**config.mk**
```make
export PLATFORM = sky130hd
export DESIGN_NAME = iwin_top
export DESIGN_NICKNAME = d
export VERILOG_FILES = /design/src/rtl/iwin_pkg.sv /design/src/rtl/iwin_decode.sv /design/src/rtl/iwin_route.sv /design/src/rtl/iwin_top.sv
export SDC_FILE = /design/constraint.sdc
export NUM_CORES = 1
export LEC_CHECK = 0
export BUFFER_PORTS_ARGS = -buffer_cell sky130_fd_sc_hd__buf_2
export CAP_MARGIN = 20
export CELL_PAD_IN_SITES_DETAIL_PLACEMENT = 0
export CELL_PAD_IN_SITES_GLOBAL_PLACEMENT = 1
export CORE_MARGIN = 2
export CORE_UTILIZATION = 33
export CTS_CLUSTER_DIAMETER = 150
export DETAILED_ROUTE_END_ITERATION = 10
export PLACE_DENSITY = 0.91
export SLEW_MARGIN = 30
export SYNTH_ARGS = -nofsm -noshare
export SYNTH_HDL_FRONTEND = slang
export SYNTH_HIERARCHICAL = 1
export SYNTH_SLANG_ARGS = --single-unit
```
**constraint.sdc**
```tcl
create_clock -name clk -period 2.1 [get_ports clk]
set_input_delay 0.42 -clock clk [delete_from_list [all_inputs] [get_ports clk]]
set_output_delay 0.42 -clock clk [all_outputs]
set_load 0.05 [all_outputs]
```
**src/rtl/iwin_pkg.sv**
```systemverilog
package iwin_pkg;

    // Which aperture resource a host access selects
    typedef enum logic [1:0] {
        SEL_NONE   = 2'd0,
        SEL_PTR    = 2'd1,
        SEL_PORT   = 2'd2,
        SEL_DIRECT = 2'd3
    } win_sel_e;

endpackage

```
**src/rtl/iwin_decode.sv**
```systemverilog
module iwin_decode
    import iwin_pkg::*;
#(
    parameter int unsigned HOST_AW = 8,
    parameter logic [HOST_AW-1:0] PTR_OFS  = 8'h40,
    parameter logic [HOST_AW-1:0] PORT_OFS = 8'h44
) (
    input  logic [HOST_AW-1:0] host_addr,
    input  logic               host_wr,
    input  logic               host_rd,
    output win_sel_e           sel,
    output logic               acc_wr,
    output logic               acc_rd
);

    localparam logic [HOST_AW-1:0] WORD_MASK = ~HOST_AW'(3);

    logic [HOST_AW-1:0] word_addr;

    always_comb begin
        word_addr = host_addr & WORD_MASK;
        acc_wr    = host_wr;
        acc_rd    = host_rd && !host_wr;   // write wins a collision
        if (!(host_wr || host_rd)) begin
            sel = SEL_NONE;
        end else if (word_addr == (PTR_OFS & WORD_MASK)) begin
            sel = SEL_PTR;
        end else if (word_addr == (PORT_OFS & WORD_MASK)) begin
            sel = SEL_PORT;
        end else begin
            sel = SEL_DIRECT;
        end
    end

endmodule

```
**src/rtl/iwin_route.sv**
```systemverilog
module iwin_route
    import iwin_pkg::*;
#(
    parameter int unsigned HOST_AW = 8,
    parameter int unsigned INT_AW  = 19,
    parameter int unsigned DW      = 32,
    parameter logic [INT_AW-1:0] DIRECT_BASE = 19'h50000
) (
    input  win_sel_e           sel,
    input  logic               acc_wr,
    input  logic               acc_rd,
    input  logic [HOST_AW-1:0] host_addr,
    input  logic [DW-1:0]      host_wdata,
    input  logic [INT_AW-1:0]  ptr,
    output logic [INT_AW-1:0]  int_addr,
    output logic [DW-1:0]      int_wdata,
    output logic               int_wr,
    output logic               int_rd
);

    localparam int unsigned   PADW      = INT_AW - HOST_AW;
    localparam logic [INT_AW-1:0] BASE_AL = DIRECT_BASE & ~INT_AW'(3);

    logic               reaches_int;
    logic [INT_AW-1:0]  direct_addr;

    always_comb begin
        reaches_int = (sel == SEL_PORT) || (sel == SEL_DIRECT);
        direct_addr = BASE_AL + {{PADW{1'b0}}, host_addr & ~HOST_AW'(3)};
        int_addr    = (sel == SEL_DIRECT) ? direct_addr : ptr;
        int_wdata   = host_wdata;
        int_wr      = reaches_int && acc_wr;
        int_rd      = reaches_int && acc_rd;
    end

endmodule

```
**src/rtl/iwin_top.sv**
```systemverilog
module iwin_top
    import iwin_pkg::*;
#(
    parameter int unsigned HOST_AW = 8,
    parameter int unsigned INT_AW  = 19,
    parameter int unsigned DW      = 32,
    parameter logic [HOST_AW-1:0] PTR_OFS  = 8'h40,
    parameter logic [HOST_AW-1:0] PORT_OFS = 8'h44,
    parameter logic [INT_AW-1:0]  DIRECT_BASE = 19'h50000
) (
    input  logic               clk,
    input  logic               rst_n,
    input  logic [HOST_AW-1:0] host_addr,
    input  logic [DW-1:0]      host_wdata,
    input  logic               host_wr,
    input  logic               host_rd,
    output logic [DW-1:0]      host_rdata,
    output logic [INT_AW-1:0]  int_addr,
    output logic [DW-1:0]      int_wdata,
    output logic               int_wr,
    output logic               int_rd,
    input  logic [DW-1:0]      int_rdata
);

    localparam int unsigned RPAD = DW - INT_AW;

    typedef struct packed {
        logic [INT_AW-1:0] ptr;
        logic [DW-1:0]     rdata;
    } win_state_t;

    win_state_t st_d, st_q;
    win_sel_e   sel;
    logic       acc_wr, acc_rd;

    iwin_decode #(
        .HOST_AW  (HOST_AW),
        .PTR_OFS  (PTR_OFS),
        .PORT_OFS (PORT_OFS)
    ) u_decode (
        .host_addr (host_addr),
        .host_wr   (host_wr),
        .host_rd   (host_rd),
        .sel       (sel),
        .acc_wr    (acc_wr),
        .acc_rd    (acc_rd)
    );

    iwin_route #(
        .HOST_AW     (HOST_AW),
        .INT_AW      (INT_AW),
        .DW          (DW),
        .DIRECT_BASE (DIRECT_BASE)
    ) u_route (
        .sel        (sel),
        .acc_wr     (acc_wr),
        .acc_rd     (acc_rd),
        .host_addr  (host_addr),
        .host_wdata (host_wdata),
        .ptr        (st_q.ptr),
        .int_addr   (int_addr),
        .int_wdata  (int_wdata),
        .int_wr     (int_wr),
        .int_rd     (int_rd)
    );

    always_comb begin
        st_d = st_q;
        if (acc_wr && sel == SEL_PTR) begin
            st_d.ptr = {host_wdata[INT_AW-1:2], 2'b00};
        end
        if (acc_rd) begin
            case (sel)
                SEL_PTR:    st_d.rdata = {{RPAD{1'b0}}, st_q.ptr};
                SEL_PORT,
                SEL_DIRECT: st_d.rdata = int_rdata;
                default:    st_d.rdata = st_q.rdata;
            endcase
        end
    end

    always_ff @(posedge clk) begin
        if (!rst_n) begin
            st_q <= '0;
        end else begin
            st_q <= st_d;
        end
    end

    assign host_rdata = st_q.rdata;

endmodule

```
==> run summary, run 1 <==
Final Non-Filler Cells - 499
IR Drop Worst-Case VDD - 0.000275 V
simple-gate portion of the synthesized area - 19.8%
GRT Overall Usage - 13.9%
vias in the first global route - 2276
register bit count reported by yosys - 49
R2R Setup Slk - 1350 ps
Warnings, synthesis - 6
Area Growth Syn to Fin - 14.9%
die area - 0.0103 mm^2
met3 Track Usage GR - 2.97%
Max-cap violations - 0
GR Layer Usage met1 - 16.4%
pin count of the biggest net entering global routing - 30
register area share after synthesis - 31.3%
Final period util - 99.3%
DR iter-0 viols - 36
Setup Skew - 1.49 ps
DPL Wire Length - 5.30 mm
Initial Utilization - 33.9%
clock network latency to the later pin of the worst-skew pair - 290 ps
largest family of logic cells by synthesized area - buffers and inverters
Post-Synthesis Cells - 306
TritonCTS clock tree - done
GR Util met2 - 25.0%
# rows - 35
Critical Path RT - 1680 ps
height of the die - 101 um
# H-tree levels - 2
Critical R2R Launch - st_q[41]$_SDFFE_PN0P_
hold wc startpoint - int_rdata[1]
Final Critical Period - 2090 ps
Worst Tran Pin Value - 642 ps
Max Slew Vio Count - 0
CP Launch Type - input pin
hold crit path type - input pin to flip-flop
status - finished clean
dpl cells - 488
CTS Hold Bufs - 0
CTS clk-pin slew, worst paths - 90 ps
GPL Wtd Cong - 0.660
via count - 2336
Routed WL per cell - 14.7 um
RSZ-0062 raised after global routing - yes
CTS max path bufs - 2
Achievable Freq - 479 MHz
share of cells above drive strength 1 - 50.8%
Synth cell types - 29
worst relative slew slack - 57.2%
total core area - 0.00924 mm^2
portion of netlist area occupied by mux cells - 13.7%
Main synth FF type - dfxtp_1
Residual DRC - 0
Synth Area in Adders - 0%
vias per cell - 4.68
Leak - 1.70 nW
final hold slack - 332 ps
Worst EP arrival - 1670 ps
total power - 2.29 mW
pwr dens - 637 mW/mm^2
# setup viols final - 0
Cell Area, Synth - 0.00313 mm^2
XOR/XNOR Fraction of Synth Area - 0%
Overflow after GRT - 0
Initial DRT Pass Iterations - 4
crit end category - output port
final instance area - 0.00360 mm^2
Root Buffer - clkbuf_8
worst-path maximum fanout - 23
syn_area_per_cell - 10.2 um^2
Final nets - 446
initial antenna violation count - 0
crit path kind - input pin to output port
first-pass GRT wire length - 11.2 mm
port buffer count - 126
ys async rst share - 0%
Area after DPL - 0.00336 mm^2
Antenna Nets Post-Route - 0
Synth Area in Compound Gates - 11.8%
# IOs - 161
WL final - 7.36 mm
Setup crit start - host_addr[6]
Post-synth EDFFs - 0
final hold viol count - 0
Inserted Clock Buffers - 5
Ant. Diodes - 0
GRT Max-Usage Layer - met2
DIE WIDTH - 101 um
clock sinks - 49
worst max-delay path, cell delays in order:
cell and delay [ps]:
buf_2 110, nor3b_4 160, a31oi_4 260, buf_6 280
and2_2 180, buf_2 250
path summary, 6_finish.rpt:
| path | endpoint | cells after the start |
|---|---|---|
| min reg2reg | st_q[45]$_SDFFE_PN0P_ | 2 |
| max | int_rd | 6 |
| max reg2reg | host_rdata[9]$_SDFFE_PN0P_ | 2 |
| min | host_rdata[1]$_SDFFE_PN0P_ | 2 |
where the power goes:
| part | total, mW | switching (mW) | internal, mW | leakage [nW] |
|---|---|---|---|---|
| clock | 0.649 | 0.303 | 0.347 | 0.0540 |
| sequential | 0.993 | 0.0259 | 0.967 | 0.399 |
| combinational | 0.651 | 0.423 | 0.228 | 1.24 |
| total | 2.29 | 0.751 | 1.54 | 1.70 |
stage by stage:
step / utilization, % / worst slack, ps / setup TNS (ps)
finish: 38.9 / 14.5 / 0
global route: 38.9 / -47.4 / -214
CTS: 38.8 / -37.5 / -91.3
detailed placement: 36.3 / -212 / -3270
global placement: 36.3 / -199 / -2420
floorplan: - / 77.2 / 0
area by class of cell:
class	instances	area, um^2
clock buffers	5	68.8
inverters	1	3.75
multi-input cells	169	1480
repair buffers	144	868
fillers	941	5640
clock inverters	2	35.0
well taps	129	161
flip-flops and latches	49	981
registers in the layout, summed over array words and instances, names as in the netlist:
name / count
host_rdata: 32
st_q: 17
cells in the mapped netlist (all sizes together) (2+ instances only):
master   count  share of area [%]
mux2         6                2.9
nand4bb     17                6.1
dfxtp       49                 31
mux2i       34                 11
nand2       35                4.4
buf         85                 23
nor2         2               0.24
or2b         2               0.48
o211ai      18                6.3
clkbuf       4               0.48
nand3b      17                4.1
a31oi        2               0.40
a32o        15                4.8
and2        13                3.3
placed cells by master, fill, tap and decap left out, drive strengths merged:
cell,n
a32o,15
buf,143
a31oi,2
mux2i,34
inv,1
or2b,2
clkbuf,6
o211ai,18
bufinv,1
nand3b,17
nor2b,1
conb,2
nor3b,1
and2,13
mux2,6
dfxtp,49
o21ai,1
nor2,2
nand2,36
and3b,1
and3,1
nand4bb,17
clkinv,1
routing by layer:
metal	wire, um	part of all wire (%)	up-vias
li1	-	-	1145
met5	0	0	-
met1	3140	43	1096
met3	416	5.7	9
met4	108	1.5	0
met2	3690	50	86
kinds of logic (layout without fill, tap and decap cells):
logic type	Yosys count	count (layout)
muxes	40	40
and+or+nand+nor	90	91
other	1	2
AOI/OAI and AO/OA	36	36
DFF	49	49
buffers and inverters	90	152
what timing repair did:
| action | CTS | global route |
|---|---|---|
| buffers inserted | 2 | 1 |
| pin swaps | 3 | 3 |
| setup endpoints to repair | 19 | 15 |
| resized for setup | 26 | 3 |
| gates cloned | 1 | 0 |
No activity file was read; power rests on OpenSTA's default activity.
==> run 2, diff against run 1 <==
--- a/config.mk
+++ b/config.mk
@@ -13,6 +13,7 @@
 export CORE_UTILIZATION = 33
 export CTS_CLUSTER_DIAMETER = 150
 export DETAILED_ROUTE_END_ITERATION = 10
+export GPL_TIMING_DRIVEN = 0
 export PLACE_DENSITY = 0.91
 export SLEW_MARGIN = 30
 export SYNTH_ARGS = -nofsm -noshare
==> run summary, run 2 (same netlist as run 1, synthesis figures left out) <==
final instance area - 0.00431 mm^2 (+20%)
GRT Overall Usage - 15.6% (+1.7 points)
GR Layer Usage met1 - 18.3% (+1.9 points)
Final WS setup - -34.9 ps (-49.4 ps)
fillers - 906 (-3.7%)
Max Slew Vio Count - 0 (unchanged)
GPL Wtd Cong - 0.753 (+14%)
vias per cell - 4.45 (-4.9%)
vias in the first global route - 2517 (+11%)
# IOs - 161 (unchanged)
Leak - 2.14 nW (+26%)
max reg flops - 32 (unchanged)
IR Drop Worst-Case VDD - 0.000263 V (-4.2%)
share of cells above drive strength 1 - 59.6% (+8.8 points)
Routed WL per cell - 13.9 um (-5.8%)
Setup Skew - 3.01 ps (+1.53 ps)
# H-tree levels - 2 (unchanged)
height of the die - 101 um (unchanged)
CTS clk-pin slew, worst paths - 90 ps (about the same)
DPL Wire Length - 6.28 mm (+18%)
port buffer count - 141 (+12%)
Final Critical Period - 2130 ps (+49.4 ps)
met3 Track Usage GR - 3.59% (+0.62 points)
commonest non-fill, non-tap cell in the layout - buf_2
DR iter-0 viols - 53 (+47%)
hold crit path type - input pin to flip-flop
GR Util met2 - 28.0% (+3.0 points)
Overflow after GRT - 0 (unchanged)
Inserted Clock Buffers - 5 (unchanged)
first-pass GRT wire length - 12.4 mm (+11%)
initial antenna violation count - 0 (unchanged)
dpl cells - 577 (+18%)
CTS max path bufs - 2 (unchanged)
crit end category - output port
Final period util - 102% (+2.4 points)
Antenna Nets Post-Route - 0 (unchanged)
DIE WIDTH - 101 um (unchanged)
most frequent cells in the layout - buf_2, buf_4, dfxtp_1
pwr dens - 552 mW/mm^2 (-13%)
final hold viol count - 0 (unchanged)
Final TNS setup - -186 ps (-186 ps)
Worst EP arrival - 1710 ps (+40 ps)
Final Non-Filler Cells - 589 (+18%)
total core area - 0.00924 mm^2 (unchanged)
# rows - 35 (unchanged)
Initial Utilization - 33.9% (unchanged)
Critical Path RT - 1680 ps (about the same)
Final nets - 535 (+20%)
WL final - 8.18 mm (+11%)
failing checks - setup timing
GRT Max-Usage Layer - met2
# setup viols final - 7 (+7)
RSZ-0062 raised after global routing - yes
die area - 0.0103 mm^2 (unchanged)
Root Buffer - clkbuf_8
CP Launch Type - input pin
TritonCTS clock tree - done
Max-cap violations - 0 (unchanged)
pin count of the biggest net entering global routing - 15 (-50%)
status - complete, but fails checks
Area Growth Syn to Fin - 37.5%
clock sinks - 49 (unchanged)
Achievable Freq - 468 MHz (-2.3%)
Ant. Diodes - 0 (unchanged)
crit path kind - input pin to output port
Initial DRT Pass Iterations - 4 (unchanged)
clock network latency to the later pin of the worst-skew pair - 300 ps (about the same)
Area after DPL - 0.00400 mm^2 (+19%)
via count - 2622 (+12%)
Residual DRC - 0 (unchanged)
worst-path maximum fanout - 6 (-74%)
[run 2: cell type report]
class,count,area [um^2],share of cell area (%)
buffer,89,722,16.8
clock buffer,6,72.6,1.68
clock inverter,2,10.0,0.232
inverter,1,3.75,0.0871
multi-input combinational,169,1490,34.5
sequential,49,981,22.8
tap,129,161,3.75
timing repair buffer,144,870,20.2
[run 2: what timing repair did]
action | CTS | global route
hold buffers | 0 | 0
pin swaps | 8 | 4
gates resized for setup | 44 | 10
gates cloned | 1 | 1
buffers inserted | 2 | 1
setup endpoints to repair | 17 | 16
[run 2: where the power goes]
part / total [mW] / internal (mW) / switching, mW
combinational: 0.833 / 0.328 / 0.505
clock: 0.550 / 0.232 / 0.318
sequential: 0.995 / 0.968 / 0.0277
total: 2.38 / 1.53 / 0.851
[run 2: critical path: stages]
cell     delay, ps
buf_8          100
nor3b_4        310
a31oi_4        200
nand2_4        200
mux2_4         330
buf_8          150
[run 2: metal layers]
| metal | routed length, um | vias up |
|---|---|---|
| li1 | - | 1324 |
| met1 | 3460 | 1199 |
| met2 | 4200 | 95 |
| met3 | 439 | 4 |
| met4 | 76 | 0 |
| met5 | 0 | - |
[run 2: worst paths after layout]
path	startpoint	to	slack (ps)	depth (start not counted)
setup / recovery	host_addr[7]	int_addr[4]	-30	6
hold / removal	int_rdata[22]	host_rdata[22]$_SDFFE_PN0P_	320	2
setup reg to reg	st_q[48]$_SDFFE_PN0P_	host_rdata[16]$_SDFFE_PN0P_	1370	2
hold reg to reg	st_q[40]$_SDFFE_PN0P_	st_q[40]$_SDFFE_PN0P_	480	2
[run 2: metrics by stage]
| step | power (mW) | utilization (%) | hold WS (ps) | setup slack [ps] |
|---|---|---|---|---|
| floorplan | 1.62 | - | 442 | 77.2 |
| global placement | 1.80 | 43.3 | 453 | -273 |
| detailed placement | 1.81 | 43.3 | 469 | -296 |
| CTS | 2.40 | 46.3 | 312 | -53.6 |
| global route | 2.49 | 46.6 | 299 | -76.4 |
| finish | 2.38 | 46.6 | 324 | -34.9 |
==> run 3, diff against run 2 <==
--- a/config.mk
+++ b/config.mk
@@ -9,8 +9,7 @@
 export CAP_MARGIN = 20
 export CELL_PAD_IN_SITES_DETAIL_PLACEMENT = 0
 export CELL_PAD_IN_SITES_GLOBAL_PLACEMENT = 1
-export CORE_MARGIN = 2
-export CORE_UTILIZATION = 33
+export CORE_UTILIZATION = 30
 export CTS_CLUSTER_DIAMETER = 150
 export DETAILED_ROUTE_END_ITERATION = 10
 export GPL_TIMING_DRIVEN = 0
@@ -18,5 +17,4 @@
 export SLEW_MARGIN = 30
 export SYNTH_ARGS = -nofsm -noshare
 export SYNTH_HDL_FRONTEND = slang
-export SYNTH_HIERARCHICAL = 1
 export SYNTH_SLANG_ARGS = --single-unit
==> run summary, run 3 <==
status - complete, but fails checks
failing checks - DRC, setup timing
share of cells above drive strength 1 - 49.4% (-10 points)
# IOs - 161 (unchanged)
TritonCTS clock tree - done
height of the die - 98.1 um (-3.3%)
Initial DRT Pass Iterations - 10 (+6)
via count - 2764 (+5.4%)
pwr dens - 605 mW/mm^2 (+9.6%)
RSZ-0062 raised after global routing - yes
Critical Path RT - 1680 ps (about the same)
vias per cell - 4.61 (+3.5%)
Final TNS setup - -1920 ps (-1740 ps)
clock network latency to the later pin of the worst-skew pair - 300 ps (about the same)
Setup Skew - 4.58 ps (+1.57 ps)
Inserted Clock Buffers - 5 (unchanged)
DPL Wire Length - 6.32 mm (+0.67%)
GPL Wtd Cong - 0.749 (-0.49%)
Post-synth top cells - buf_4, dfxtp_1, nand2_1
Post-Synthesis Cells - 339 (+11%)
Residual DRC - 11 (+11)
initial antenna violation count - 0 (unchanged)
Overflow after GRT - 0 (unchanged)
Main synth FF type - dfxtp_1
Antenna Nets Post-Route - 0 (unchanged)
Synth area leaders - dfxtp_1, buf_4, o21ai_0, nand2_1, mux2i_1
# setup viols final - 17 (+10)
Area Growth Syn to Fin - 44.8%
crit path kind - input pin to output port
register area share after synthesis - 35.4% (+4.1 points)
Cell Area, Synth - 0.00277 mm^2 (-12%)
worst-path maximum fanout - 8 (+2)
top-count cell post-synth - buf_4
post-synth top area share - 35.4% (+4.1 points)
Critical R2R Launch - st_q[40]$_SDFFE_PN0P_
DIE WIDTH - 98.1 um (-3.3%)
Final period util - 109% (+7.8 points)
port buffer count - 140 (-0.71%)
syn_area_per_cell - 8.18 um^2 (-20%)
crit end category - output port
# rows - 34 (-2.9%)
Max-cap violations - 0 (unchanged)
Setup crit start - host_addr[3]
GRT Overall Usage - 16.9% (+1.3 points)
Achievable Freq - 435 MHz (-7.1%)
hold wc startpoint - int_rdata[9]
Max Slew Vio Count - 0 (unchanged)
Synth cell types - 26 (-10%)
Leak - 1.83 nW (-15%)
ys async rst share - 0% (unchanged)
clock sinks - 49 (unchanged)
Ant. Diodes - 0 (unchanged)
total core area - 0.00885 mm^2 (-4.2%)
multi-input logic area - 0.00126 mm^2 (-15%)
Worst Tran Pin Value - 570 ps
Final WS setup - -198 ps (-163 ps)
Routed WL per cell - 13.5 um (-3.0%)
CTS clk-pin slew, worst paths - 90 ps (about the same)
Worst EP arrival - 1880 ps (+170 ps)
vias in the first global route - 2603 (+3.4%)
pin count of the biggest net entering global routing - 15 (unchanged)
CP Launch Type - input pin
fillers - 911 (+0.55%)
# H-tree levels - 2 (unchanged)
Warnings, synthesis - 0 (-6)
CTS max path bufs - 2 (unchanged)
die area - 0.00963 mm^2 (-6.4%)
CTS Hold Bufs - 0 (unchanged)
Root Buffer - clkbuf_8
Initial Utilization - 31.3% (-2.6 points)
final hold viol count - 0 (unchanged)
Reg area - 981 um^2 (unchanged)
commonest non-fill, non-tap cell in the layout - buf_2
most frequent cells in the layout - buf_2, buf_4, nand2_1, dfxtp_1, o21ai_0
Post-synth EDFFs - 0 (unchanged)
hold crit path type - input pin to flip-flop
max reg flops - 32 (unchanged)
worst relative slew slack - 61.8%
first-pass GRT wire length - 12.9 mm (+4.0%)
register bit count reported by yosys - 49 (unchanged)
total power - 2.43 mW (+2.1%)
final hold slack - 363 ps (+38.8 ps)
Final nets - 567 (+6.0%)
leading area contributor after synthesis - dfxtp_1
DR iter-0 viols - 108 (+100%)
IR Drop Worst-Case VDD - 0.000263 V (-0.23%)
WL final - 8.08 mm (-1.2%)
Final Critical Period - 2300 ps (+163 ps)
[run 3: cell types whose count changed after synthesis, moves of 12 or more]
cell / delta
mux2i_1: -17
o21ai_0: +38
nand3b_1: -17
a32o_1: -15
clkbuf_1: +19
a21boi_0: +15
a21oi_1: +13
a31oi_1: +15
nand4bb_1: -17
nand2_1: +15
buf_6: -12
[run 3: cells by family (layout without fill, tap and decap cells)]
kind of cell | Yosys count | after routing | synth area share [%]
AO/OA/AOI/OAI | 99 | 99 | 22.0
buffers and inverters | 95 | 247 | 22.4
flip-flops | 49 | 49 | 35.4
multiplexers | 21 | 21 | 7.76
other | 1 | 2 | 0.135
AND/OR/NAND/NOR | 74 | 74 | 12.4
[run 3: repair_timing]
action	4_1_cts	5_1_grt
gates cloned	1	0
setup buffers	4	1
gates resized for setup	42	3
pin swaps	4	4
setup endpoints to repair	18	18
[run 3: metal layers]
| metal | part of all wire (%) | vias to the layer above | routed length (um) | track usage, % |
|---|---|---|---|---|
| met5 | 0 | - | 0 | 0 |
| met4 | 0.99 | 0 | 80 | 4.36 |
| met3 | 7.3 | 9 | 592 | 3.51 |
| met2 | 46 | 118 | 3740 | 28.3 |
| met1 | 45 | 1240 | 3670 | 22.0 |
| li1 | - | 1397 | - | - |
[run 3: worst paths after layout]
kind                                      to  slack, ps  cells after the start
setup / recovery                int_addr[18]       -200                      6
hold / removal    host_rdata[9]$_SDFFE_PN0P_        360                      3
hold reg to reg   host_rdata[0]$_SDFFE_PN0P_        470                      2
setup reg to reg  host_rdata[8]$_SDFFE_PN0P_       1330                      2
[run 3: stage by stage]
step	util [%]	cells	worst slack, ps	area (um^2)
floorplan	-	340	-101	2870
global placement	41.8	588	-436	3700
detailed placement	41.8	588	-443	3700
CTS	45.3	600	-353	4010
global route	45.4	600	-226	4010
finish	45.4	600	-198	4010
[run 3: area by class of cell]
cell class / count / area share (%)
plain buffers: 91 / 15.3
clock buffers: 7 / 2.15
clock inverters: 1 / 0.748
inverters: 2 / 0.187
multi-input cells: 196 / 31.3
flip-flops and latches: 49 / 24.4
well taps: 108 / 3.37
repair buffers: 146 / 22.5
[run 3: where the power goes]
part | internal (mW) | total (mW) | switching (mW) | leakage [nW]
clock network | 0.389 | 0.704 | 0.315 | 0.0585
registers | 0.965 | 0.984 | 0.0190 | 0.400
logic | 0.263 | 0.742 | 0.479 | 1.37
[run 3: worst max-delay path, cell delays in order]
cell and delay, ps:
buf_8 90, or3b_4 400, o32a_4 410, buf_12 170, or2_4 230, buf_8 150
